$ cat src/rtl/flash_lock_pkg.sv
package flash_lock_pkg;

    typedef enum logic [1:0] {
        ST_ARRAY,
        ST_STATUS,
        ST_SETUP,
        ST_BUSY
    } lk_state_e;

    typedef enum logic [1:0] {
        OP_NONE,
        OP_SET_BLK,
        OP_SET_MST,
        OP_CLR
    } lk_op_e;

    typedef struct packed {
        logic clr;   // status bit 5
        logic set;   // status bit 4
        logic vpp;   // status bit 3
        logic prot;  // status bit 1
    } lk_err_t;

    localparam logic [7:0] CMD_SETUP    = 8'h60;
    localparam logic [7:0] CMD_CF_BLK   = 8'h01;
    localparam logic [7:0] CMD_CF_MST   = 8'hF1;
    localparam logic [7:0] CMD_CF_CLR   = 8'hD0;
    localparam logic [7:0] CMD_CLR_STAT = 8'h50;
    localparam logic [7:0] CMD_RD_STAT  = 8'h70;
    localparam logic [7:0] CMD_RD_ARR   = 8'hFF;

endpackage

$ cat src/rtl/lock_busy_timer.sv
module lock_busy_timer #(
    parameter int CYCLES = 8
) (
    input  logic clk,
    input  logic rst_n,
    input  logic load,
    output logic done
);
    localparam int CNT_W = $clog2(CYCLES + 1);

    logic [CNT_W-1:0] cnt_q;

    always_ff @(posedge clk or negedge rst_n) begin
        if (!rst_n) begin
            cnt_q <= '0;
        end else if (load) begin
            cnt_q <= CNT_W'(CYCLES);
        end else if (cnt_q != '0) begin
            cnt_q <= cnt_q - CNT_W'(1);
        end
    end

    // Last busy cycle: counter about to reach zero
    assign done = (cnt_q == CNT_W'(1));
endmodule

$ cat src/rtl/lock_bit_store.sv
module lock_bit_store
    import flash_lock_pkg::*;
#(
    parameter int NBLK = 16
) (
    input  logic                    clk,
    input  logic                    rst_n,
    input  logic                    apply,
    input  lk_op_e                  op,
    input  logic [$clog2(NBLK)-1:0] blk,
    input  logic                    hv_ovr,
    input  logic                    vpp_ok,
    output lk_err_t                 err,
    output logic [NBLK-1:0]         lock_vec,
    output logic                    master_lock
);
    localparam int BLK_W = $clog2(NBLK);

    logic [NBLK-1:0] lock_q;
    logic [NBLK-1:0] blk_hit;
    logic            mst_q;
    logic            ok;

    // Outcome of the pending operation, judged on current state and flags
    always_comb begin
        err = '0;
        if (!vpp_ok) begin
            err.vpp = 1'b1;
            if (op == OP_CLR) err.clr = 1'b1;
            else              err.set = 1'b1;
        end else begin
            unique case (op)
                OP_SET_BLK: if (mst_q && !hv_ovr) begin
                    err.prot = 1'b1;
                    err.set  = 1'b1;
                end
                OP_SET_MST: if (!hv_ovr) begin
                    err.prot = 1'b1;
                    err.set  = 1'b1;
                end
                OP_CLR: if (mst_q && !hv_ovr) begin
                    err.prot = 1'b1;
                    err.clr  = 1'b1;
                end
                OP_NONE: ;
            endcase
        end
    end

    assign ok = (err == '0);

    for (genvar b = 0; b < NBLK; b++) begin : g_blk
        assign blk_hit[b] = (blk == BLK_W'(b));

        always_ff @(posedge clk or negedge rst_n) begin
            if (!rst_n) begin
                lock_q[b] <= 1'b0;
            end else if (apply && ok) begin
                if (op == OP_CLR)
                    lock_q[b] <= 1'b0;
                else if (op == OP_SET_BLK && blk_hit[b])
                    lock_q[b] <= 1'b1;
            end
        end
    end

    // Master bit: only ever set, no path clears it
    always_ff @(posedge clk or negedge rst_n) begin
        if (!rst_n) begin
            mst_q <= 1'b0;
        end else if (apply && ok && op == OP_SET_MST) begin
            mst_q <= 1'b1;
        end
    end

    assign lock_vec    = lock_q;
    assign master_lock = mst_q;
endmodule

$ cat src/rtl/lock_cmd_fsm.sv
module lock_cmd_fsm
    import flash_lock_pkg::*;
#(
    parameter int NBLK = 16
) (
    input  logic                    clk,
    input  logic                    rst_n,
    input  logic                    wr_en,
    input  logic [7:0]              wr_cmd,
    input  logic [$clog2(NBLK)-1:0] wr_blk,
    input  logic                    timer_done,
    input  lk_err_t                 op_err,
    output logic                    timer_load,
    output logic                    apply,
    output lk_op_e                  op,
    output logic [$clog2(NBLK)-1:0] op_blk,
    output logic                    ready,
    output logic                    status_mode,
    output logic [7:0]              status
);
    localparam int BLK_W = $clog2(NBLK);

    lk_state_e        state_q, state_d;
    lk_op_e           op_q, op_d;
    logic [BLK_W-1:0] blk_q, blk_d;
    lk_err_t          err_q;
    logic             inval;
    logic             clr_stat;

    // State register
    always_ff @(posedge clk or negedge rst_n) begin
        if (!rst_n) begin
            state_q <= ST_ARRAY;
            op_q    <= OP_NONE;
            blk_q   <= '0;
        end else begin
            state_q <= state_d;
            op_q    <= op_d;
            blk_q   <= blk_d;
        end
    end

    // Next state
    always_comb begin
        state_d    = state_q;
        op_d       = op_q;
        blk_d      = blk_q;
        timer_load = 1'b0;
        inval      = 1'b0;
        clr_stat   = 1'b0;
        unique case (state_q)
            ST_ARRAY, ST_STATUS: begin
                if (wr_en) begin
                    case (wr_cmd)
                        CMD_SETUP:    state_d  = ST_SETUP;
                        CMD_RD_STAT:  state_d  = ST_STATUS;
                        CMD_RD_ARR:   state_d  = ST_ARRAY;
                        CMD_CLR_STAT: clr_stat = 1'b1;
                        default:      ;
                    endcase
                end
            end
            ST_SETUP: begin
                if (wr_en) begin
                    state_d    = ST_BUSY;
                    timer_load = 1'b1;
                    blk_d      = wr_blk;
                    case (wr_cmd)
                        CMD_CF_BLK: op_d = OP_SET_BLK;
                        CMD_CF_MST: op_d = OP_SET_MST;
                        CMD_CF_CLR: op_d = OP_CLR;
                        default: begin
                            state_d    = ST_STATUS;
                            timer_load = 1'b0;
                            inval      = 1'b1;
                        end
                    endcase
                end
            end
            ST_BUSY: begin
                if (timer_done) state_d = ST_STATUS;
            end
        endcase
    end

    // Sticky error bits
    always_ff @(posedge clk or negedge rst_n) begin
        if (!rst_n) begin
            err_q <= '0;
        end else if (clr_stat) begin
            err_q <= '0;
        end else if (inval) begin
            err_q.set <= 1'b1;
            err_q.clr <= 1'b1;
        end else if (apply) begin
            err_q <= lk_err_t'(err_q | op_err);
        end
    end

    // Outputs
    always_comb begin
        ready       = (state_q != ST_BUSY);
        status_mode = (state_q != ST_ARRAY);
        apply       = (state_q == ST_BUSY) && timer_done;
        op          = op_q;
        op_blk      = blk_q;
        status      = {ready, 1'b0, err_q.clr, err_q.set, err_q.vpp,
                       1'b0, err_q.prot, 1'b0};
    end
endmodule

$ cat src/rtl/flash_lock_ctrl.sv
module flash_lock_ctrl
    import flash_lock_pkg::*;
#(
    parameter int NBLK     = 16,
    parameter int BUSY_CYC = 8
) (
    input  logic                    clk,
    input  logic                    rst_n,
    input  logic                    wr_en,
    input  logic [7:0]              wr_cmd,
    input  logic [$clog2(NBLK)-1:0] wr_blk,
    input  logic                    hv_ovr,
    input  logic                    vpp_ok,
    output logic                    ready,
    output logic                    status_mode,
    output logic [7:0]              status,
    output logic [NBLK-1:0]         lock_vec,
    output logic                    master_lock
);
    localparam int BLK_W = $clog2(NBLK);

    logic             t_load;
    logic             t_done;
    logic             apply;
    lk_op_e           op;
    logic [BLK_W-1:0] op_blk;
    lk_err_t          op_err;

    lock_cmd_fsm #(.NBLK(NBLK)) u_fsm (
        .clk        (clk),
        .rst_n      (rst_n),
        .wr_en      (wr_en),
        .wr_cmd     (wr_cmd),
        .wr_blk     (wr_blk),
        .timer_done (t_done),
        .op_err     (op_err),
        .timer_load (t_load),
        .apply      (apply),
        .op         (op),
        .op_blk     (op_blk),
        .ready      (ready),
        .status_mode(status_mode),
        .status     (status)
    );

    lock_busy_timer #(.CYCLES(BUSY_CYC)) u_timer (
        .clk  (clk),
        .rst_n(rst_n),
        .load (t_load),
        .done (t_done)
    );

    lock_bit_store #(.NBLK(NBLK)) u_store (
        .clk        (clk),
        .rst_n      (rst_n),
        .apply      (apply),
        .op         (op),
        .blk        (op_blk),
        .hv_ovr     (hv_ovr),
        .vpp_ok     (vpp_ok),
        .err        (op_err),
        .lock_vec   (lock_vec),
        .master_lock(master_lock)
    );
endmodule

$ cat config.mk
export PLATFORM = sky130hd
export DESIGN_NAME = flash_lock_ctrl
export DESIGN_NICKNAME = d
export VERILOG_FILES = /design/src/rtl/flash_lock_pkg.sv /design/src/rtl/lock_busy_timer.sv /design/src/rtl/lock_bit_store.sv /design/src/rtl/lock_cmd_fsm.sv /design/src/rtl/flash_lock_ctrl.sv
export SDC_FILE = /design/constraint.sdc
export NUM_CORES = 1
export LEC_CHECK = 0
export ABC_AREA = 0
export BUFFER_PORTS_ARGS = -buffer_cell sky130_fd_sc_hd__buf_2
export CAP_MARGIN = 40
export CORE_ASPECT_RATIO = 1.4
export CORE_MARGIN = 3
export CORE_UTILIZATION = 53
export CTS_CLUSTER_DIAMETER = 100
export CTS_CLUSTER_SIZE = 14
export DETAILED_ROUTE_END_ITERATION = 10
export HOLD_SLACK_MARGIN = 0.1
export PLACE_DENSITY_LB_ADDON = 0.3
export SLEW_MARGIN = 5
export SYNTH_ARGS = -nofsm -noshare
export SYNTH_HDL_FRONTEND = slang
export SYNTH_SLANG_ARGS = --single-unit
$ cat constraint.sdc
create_clock -name clk -period 2.1 [get_ports clk]
set_input_delay 0.42 -clock clk [delete_from_list [all_inputs] [get_ports clk]]
set_output_delay 0.42 -clock clk [all_outputs]
set_load 0.01 [all_outputs]
* After elaboration in Yosys (flattened, before gate mapping)
Index checks and enable logic that the tools add are counted. W data, S select, Z words.
Storage, ports and cells: word-level logic and storage cells 195, bits in registers 33, output and inout bits 27
Operators by class: reductions and logical operators 69, $add $sub $neg 1, mux-type cells 64, equality and inequality tests 35, bitwise operators 1
Operator list (number):
- $mux W1 | 48
- $reduce_bool A2 Y1 | 19
- $reduce_and A2 Y1 | 18
- $eq A4 B4 Y1 const B | 8
- $eq A8 B7 Y1 const B | 3
- $eq A8 B8 Y1 const B | 3
- $logic_and A1 B1 Y1 | 20
- $pmux W2 S3 | 3
- $eq A4 B3 Y1 const B | 4
- $mux W4 | 4
- $mux W2 | 7
- $eq A2 B2 Y1 const B | 4
- $eq A4 B1 Y1 const B | 2
- $eq A4 B2 Y1 const B | 2
- $eq A8 B1 Y1 const B | 1
- $logic_not A4 Y1 | 2
- $ne A2 B2 Y1 const B | 4
- $reduce_bool A3 Y1 | 2
- $eq A2 B1 Y1 const B | 2
- $ne A4 B4 Y1 const B | 1
- $or A4 B4 Y4 | 1
- $pmux W1 S2 | 2
- $reduce_and A4 Y1 | 1
- $reduce_bool A4 Y1 | 1
- 7 further kinds | 8

* Logic depth before layout (Yosys ltp)
word-level depth 9, gate-level depth with buffers 9, gate-level depth less buffers 6

* Hierarchy
Synthesis repeated with hierarchy kept, for this count alone.
Unflattened totals: cells, all modules 199, area total of the unflattened synthesis 2031.9 um2
Modules (own cells, without submodules):
- lock_bit_store | area an instance 1046.0 um2, sequential area each 425.4 um2, cells each 106, instances 1
- lock_cmd_fsm | area an instance 745.7 um2, sequential area each 300.3 um2, cells each 70, instances 1
- lock_busy_timer | area an instance 240.2 um2, sequential area each 100.1 um2, cells each 23, instances 1

* Worst setup path before layout
No wires, ideal clock.
path type reg2reg, from register u_fsm.op_q[0], in the netlist u_fsm.op[0], to register u_store.lock_q[2], in the netlist u_store.lock_vec[2], cell stages (with the launch flop) 10, arrival time 1.651 ns, period minus slack after synthesis 1.772 ns, buffers on the path 3, setup slack 0.328 ns, path through dfrtp_1 inv_1 ha_1 a22oi_1 a21o_1 buf_2 and4_1 buf_4 buf_6 nor2_1
On the way: longest elaborated chain between the ends 7, elaborated cells between the ends (all ways) 17, classes of those cells eq/ne: 3; mux: 8; reduce/logical: 6
RTL lines:
- start, declared | RTL line lock_cmd_fsm.sv:24 | lk_op_e op_q, op_d;
- start signal, assigned | RTL line lock_cmd_fsm.sv:38 | op_q <= op_d;
- $eq A2 B1 Y1 or $eq A2 B2 Y1 (tied branches)
- $reduce_or A2 Y1 (no line)
- $pmux W1 S2 | RTL line lock_bit_store.sv:32 | unique case (op)
- $mux W1 | RTL line lock_bit_store.sv:27 | if (!vpp_ok) begin
- $logic_not A4 Y1 | RTL line lock_bit_store.sv:50 | assign ok = (err == '0);
- $logic_and A1 B1 Y1 | RTL line lock_bit_store.sv:58 | end else if (apply && ok) begin
- $reduce_and A2 Y1 (no line)
- end signal, assigned by index | RTL line lock_bit_store.sv:57 | lock_q[b] <= 1'b0;
- end signal, assigned by index | RTL line lock_bit_store.sv:60 | lock_q[b] <= 1'b0;
- end signal, assigned by index | RTL line lock_bit_store.sv:62 | lock_q[b] <= 1'b1;
- end, declared | RTL line lock_bit_store.sv:19 | logic [NBLK-1:0] lock_q;
Several ways; a longest one is shown, not always the timed one. A chain may end at the register's enable or synchronous reset.

* Worst setup path after layout
from register u_fsm.op_q[1], in the netlist u_fsm.op[1], to register u_store.lock_q[13], in the netlist u_store.lock_vec[13]
Same word-level chain as after synthesis.

==> results.md <==
- The unique cell type count in the Yosys netlist is 49.
- The post-cts sizing count is 0.
- The combinational family with the most area after synthesis is simple AND/OR/NAND/NOR gates.
- The finished layout holds 287 standard cells, fillers aside.
- The first routing iteration left 49 violations.
- In this run the worst path has a maximum fanout of 18.
- The row count is 25.
- The final layout contains 269 nets.
- The post-synthesis compound-gate area fraction is 0.184.
- The flow ran to the end, and the final reports show no timing, DRC or antenna violations.
- Setup repair after global routing left no endpoint under its margin.
- For this configuration, the core starts out at a cell density of 0.557.
- The global route total overflow is 0.
- At the pin with the least slew margin, the transition time is 0.714 ns.
- For this block, the via count after detailed routing is 1641.
- Of the total synthesized cell area, the portion taken by full adders, half adders and majority gates is 0.0396.
- The fraction of synthesis flops using an asynchronous set or reset pin is 1.00.
- The core occupancy in the finished layout is 0.641.
- The clock network fraction of total power is 0.320.
- The TritonCTS clock tree is yes.
- Entering global routing, the biggest net connects 34 pins.
- The warning count from the yosys run is 0.
- In this run the power density over the cells is 691 nW/um^2.
- Of the post-synthesis cell area, the part taken by muxes is 0.00527.
- For this design, the CTS-stage hold fixing added 0 buffers.
- The internal power summed over all cells is 1.05 mW.
- The kind of start point of the critical path is a flip-flop.
- The number of buffers inserted to repair setup after CTS is 0.
- The clock slew at the register clock pins of the worst setup and hold paths is 0.08 ns.
- The worst setup path is of the flip-flop to flip-flop kind.
- The via count of the first global-routing pass is 1581.
- The number of maximum-capacitance constraint violations is 0.
- The number of max-slew violations in the final report is 0.
- The detail-routed net length per standard cell is 14.4 um.
- Headroom to the max-slew limit came out at 0.524.
- The detailed-route vias per instance is 5.72.
- Dividing the final minimum period by the clock period gives 0.841.
- The most used flip-flop cell after synthesis is sky130_fd_sc_hd__dfrtp_1.
- The sequential standard cell area is 826 sq um.
- In this run the vertical extent of the chip is 76.8 um.
- The placeable core area is 3410 sq um.
- The sequential group share of total power is 0.500.
- 0 antenna diodes ended up in the layout.
- The area added between synthesis and finish is 15.2%.
- The kind of end point of the critical path is a flip-flop.
- Counting cells, the worst reg-to-reg path comes to 7.
- The net switching fraction of the power is 0.309.
- The overall die width is 56.6 um.
- The count of nets left with antenna violations once routing finished came out at 0.
- The peak ir drop on the vdd network is 0.000527 V.
- The xor/xnor share of the synthesized area is 0.00923.
- For the worst setup path, the data required time is 2.31 ns.
- In the final layout, the multi-input gates occupy 926 sq um.
- The number of ports placed on the die boundary is 44.
- The clock sink total is 33.
- The library cells used most frequently in the layout, excluding fill and tap cells, are sky130_fd_sc_hd__buf_2, sky130_fd_sc_hd__dfrtp_1, sky130_fd_sc_hd__nand2_1, sky130_fd_sc_hd__nor2_1.
- In the global route stage, overall resource usage came out at 0.209.
- The share of the Yosys chip area taken by registers is 0.435.
- Clock tree synthesis inserted a total of 5 buffers.
- The filler cells instantiated in the layout total 327.
- Summing every instance area after synthesis gives 1900 sq um.
- The overall die area is 4350 sq um.
- Averaged over all synthesized cells, the footprint is 9.17 sq um.
- The total leakage power is 1.05 nW.
- The basic-gate share of the synthesized area counting and, or, nand and nor cells is 0.244.
- In the routed design, unresolved DRC markers number 0.
- The routed wire length is 4130 um.
- The worst path arrival time is 1.97 ns.
- In this run the number of H-tree levels came out at 2.
- The relative contribution of combinational cells to total power is 0.181.
- The switching power summed over all nets is 0.467 mW.
- The first global-routing pass estimated 7160 um of wire.
- The number of instances in the synthesized netlist is 207.
- The share of post-route cells with drive strength above 1 is 0.247.
- The synthesized design contains 0 enable-type register cells.
- After synthesis the netlist holds a flip-flop and latch count of 33.
- The clock passes through at most 2 buffers.
- Counting tap cells, the placed design contains a total of 279 instances.
- The clock latency on the worst-skew pair is 0.30 ns.
- In this run the clock root is driven by a sky130_fd_sc_hd__clkbuf_8.
- After legalization and detailed placement, the total HPWL measured 3150 um.
- After layout, the minimum clock period comes to 1.77 ns.
- The pre-antenna-repair detailed-routing pass consisted of 4 iterations.
- The type of the worst min-delay path is primary input to async pin.
- The final setup skew is 0.00820 ns.
- For the final routed database, the setup TNS stands at 0 ns.
- Setup violations remaining at the end of the flow were counted as 0.
- The congestion estimate from routability-driven global placement came to 0.814.
- Input and output buffers added on the ports amount to 40.
- The number of antenna violations at the first check in global routing was 0.
- Derived from the worst setup path, the maximum achievable clock frequency is 566 MHz.
- The library cell used most frequently in the layout, excluding fill and tap cells, is sky130_fd_sc_hd__buf_2.
- The number of failing hold endpoints at the final stage is 0.
-- cell families after synthesis --
family	Yosys count
simple gates	88
compound gates	46
flops	33
buf+inv	30
fa+ha+maj	6
xor+xnor	2
other cells	1
mux	1
-- power groups by stage --
stage               clock network (mW)  logic, mW  registers, mW
floorplan                            0      0.200          0.754
global placement                     0      0.260          0.768
detailed placement                   0      0.273          0.769
CTS                              0.490      0.275          0.756
global route                     0.528      0.318          0.765
finish                           0.483      0.273          0.756
-- path summary, 6_finish.rpt --
check | from | to | slack (ns)
worst max register to register | u_fsm.op[1] | u_store.lock_vec[13] | 0.33
max in group asynchronous | rst_n | u_store.lock_vec[4] | 1.47
worst min-delay path | rst_n | u_fsm.op_blk[1] | 0.18
min in group clk | wr_blk[3] | u_fsm.op_blk[3] | 0.32
worst max-delay path | u_fsm.op[1] | u_store.lock_vec[13] | 0.33
worst min register to register | u_store.lock_vec[15] | u_store.lock_vec[15] | 0.50
-- state kept, by name, indices dropped and copies added (netlist names) --
| signal | count |
|---|---|
| u_fsm.state_q | 2 |
| u_store.lock_vec | 16 |
| u_timer.cnt_q | 4 |
| u_fsm.op | 2 |
| u_fsm.status | 4 |
| u_fsm.op_blk | 4 |
| u_store.master_lock | 1 |
-- cells in the mapped netlist, types with 2 or more instances --
| cell | number | area [sq um] |
|---|---|---|
| sky130_fd_sc_hd__inv_1 | 15 | 56.3 |
| sky130_fd_sc_hd__nor3_1 | 9 | 45.0 |
| sky130_fd_sc_hd__a221o_1 | 2 | 20.0 |
| sky130_fd_sc_hd__nand2_1 | 22 | 82.6 |
| sky130_fd_sc_hd__nand3b_1 | 2 | 15.0 |
| sky130_fd_sc_hd__o22ai_1 | 2 | 12.5 |
| sky130_fd_sc_hd__or3_1 | 3 | 18.8 |
| sky130_fd_sc_hd__buf_4 | 6 | 45.0 |
| sky130_fd_sc_hd__nand3_1 | 3 | 15.0 |
| sky130_fd_sc_hd__nand4_1 | 9 | 56.3 |
| sky130_fd_sc_hd__o21a_1 | 2 | 15.0 |
| sky130_fd_sc_hd__nor2b_1 | 2 | 12.5 |
| sky130_fd_sc_hd__ha_1 | 6 | 75.1 |
| sky130_fd_sc_hd__dfrtp_1 | 33 | 826 |
| sky130_fd_sc_hd__clkbuf_1 | 4 | 15.0 |
| sky130_fd_sc_hd__o21ai_0 | 2 | 10.0 |
| sky130_fd_sc_hd__buf_6 | 2 | 22.5 |
| sky130_fd_sc_hd__nor2_1 | 22 | 82.6 |
| sky130_fd_sc_hd__buf_2 | 3 | 15.0 |
| sky130_fd_sc_hd__nor4b_1 | 2 | 17.5 |
| sky130_fd_sc_hd__a21oi_1 | 15 | 75.1 |
| sky130_fd_sc_hd__a41oi_1 | 10 | 87.6 |
| sky130_fd_sc_hd__nand2b_1 | 4 | 25.0 |
| sky130_fd_sc_hd__nor4_1 | 2 | 12.5 |
-- metal layers --
metal	GRT usage	wire, um	share of wire	up-vias
met4	0.107	104	0.025	0
met1	0.219	1610	0.39	770
met5	0	0	0	-
met2	0.378	2220	0.54	43
li1	-	-	-	817
met3	0.0488	197	0.048	11
-- through the flow --
stage               hold slack [ns]  instance area (sq um)  power (mW)  setup slack (ns)
detailed placement            0.485                   2100        1.04             0.210
CTS                           0.194                   2190        1.52             0.317
global route                  0.228                   2190        1.61             0.182
global placement              0.485                   2100        1.03             0.245
floorplan                     0.124                   1910       0.954             0.328
finish                        0.175                   2190        1.51             0.334
-- area by class of cell --
type / count / share of cell area
multi-input cells: 146 / 0.423
flip-flops and latches: 33 / 0.378
repair buffers: 45 / 0.109
clock buffers: 5 / 0.0315
inverters: 15 / 0.0257
well taps: 40 / 0.0229
clock inverters: 3 / 0.0103
-- worst max-delay path: stages (launching register included) --
cell and delay (ns):
sky130_fd_sc_hd__dfrtp_1 0.41, sky130_fd_sc_hd__inv_1 0.10, sky130_fd_sc_hd__ha_1 0.28, sky130_fd_sc_hd__o21a_1 0.22, sky130_fd_sc_hd__o21ai_2 0.12, sky130_fd_sc_hd__buf_4 0.23
sky130_fd_sc_hd__nand4_1 0.12, sky130_fd_sc_hd__a21oi_1 0.20
No activity file was read; power rests on OpenSTA's default activity.
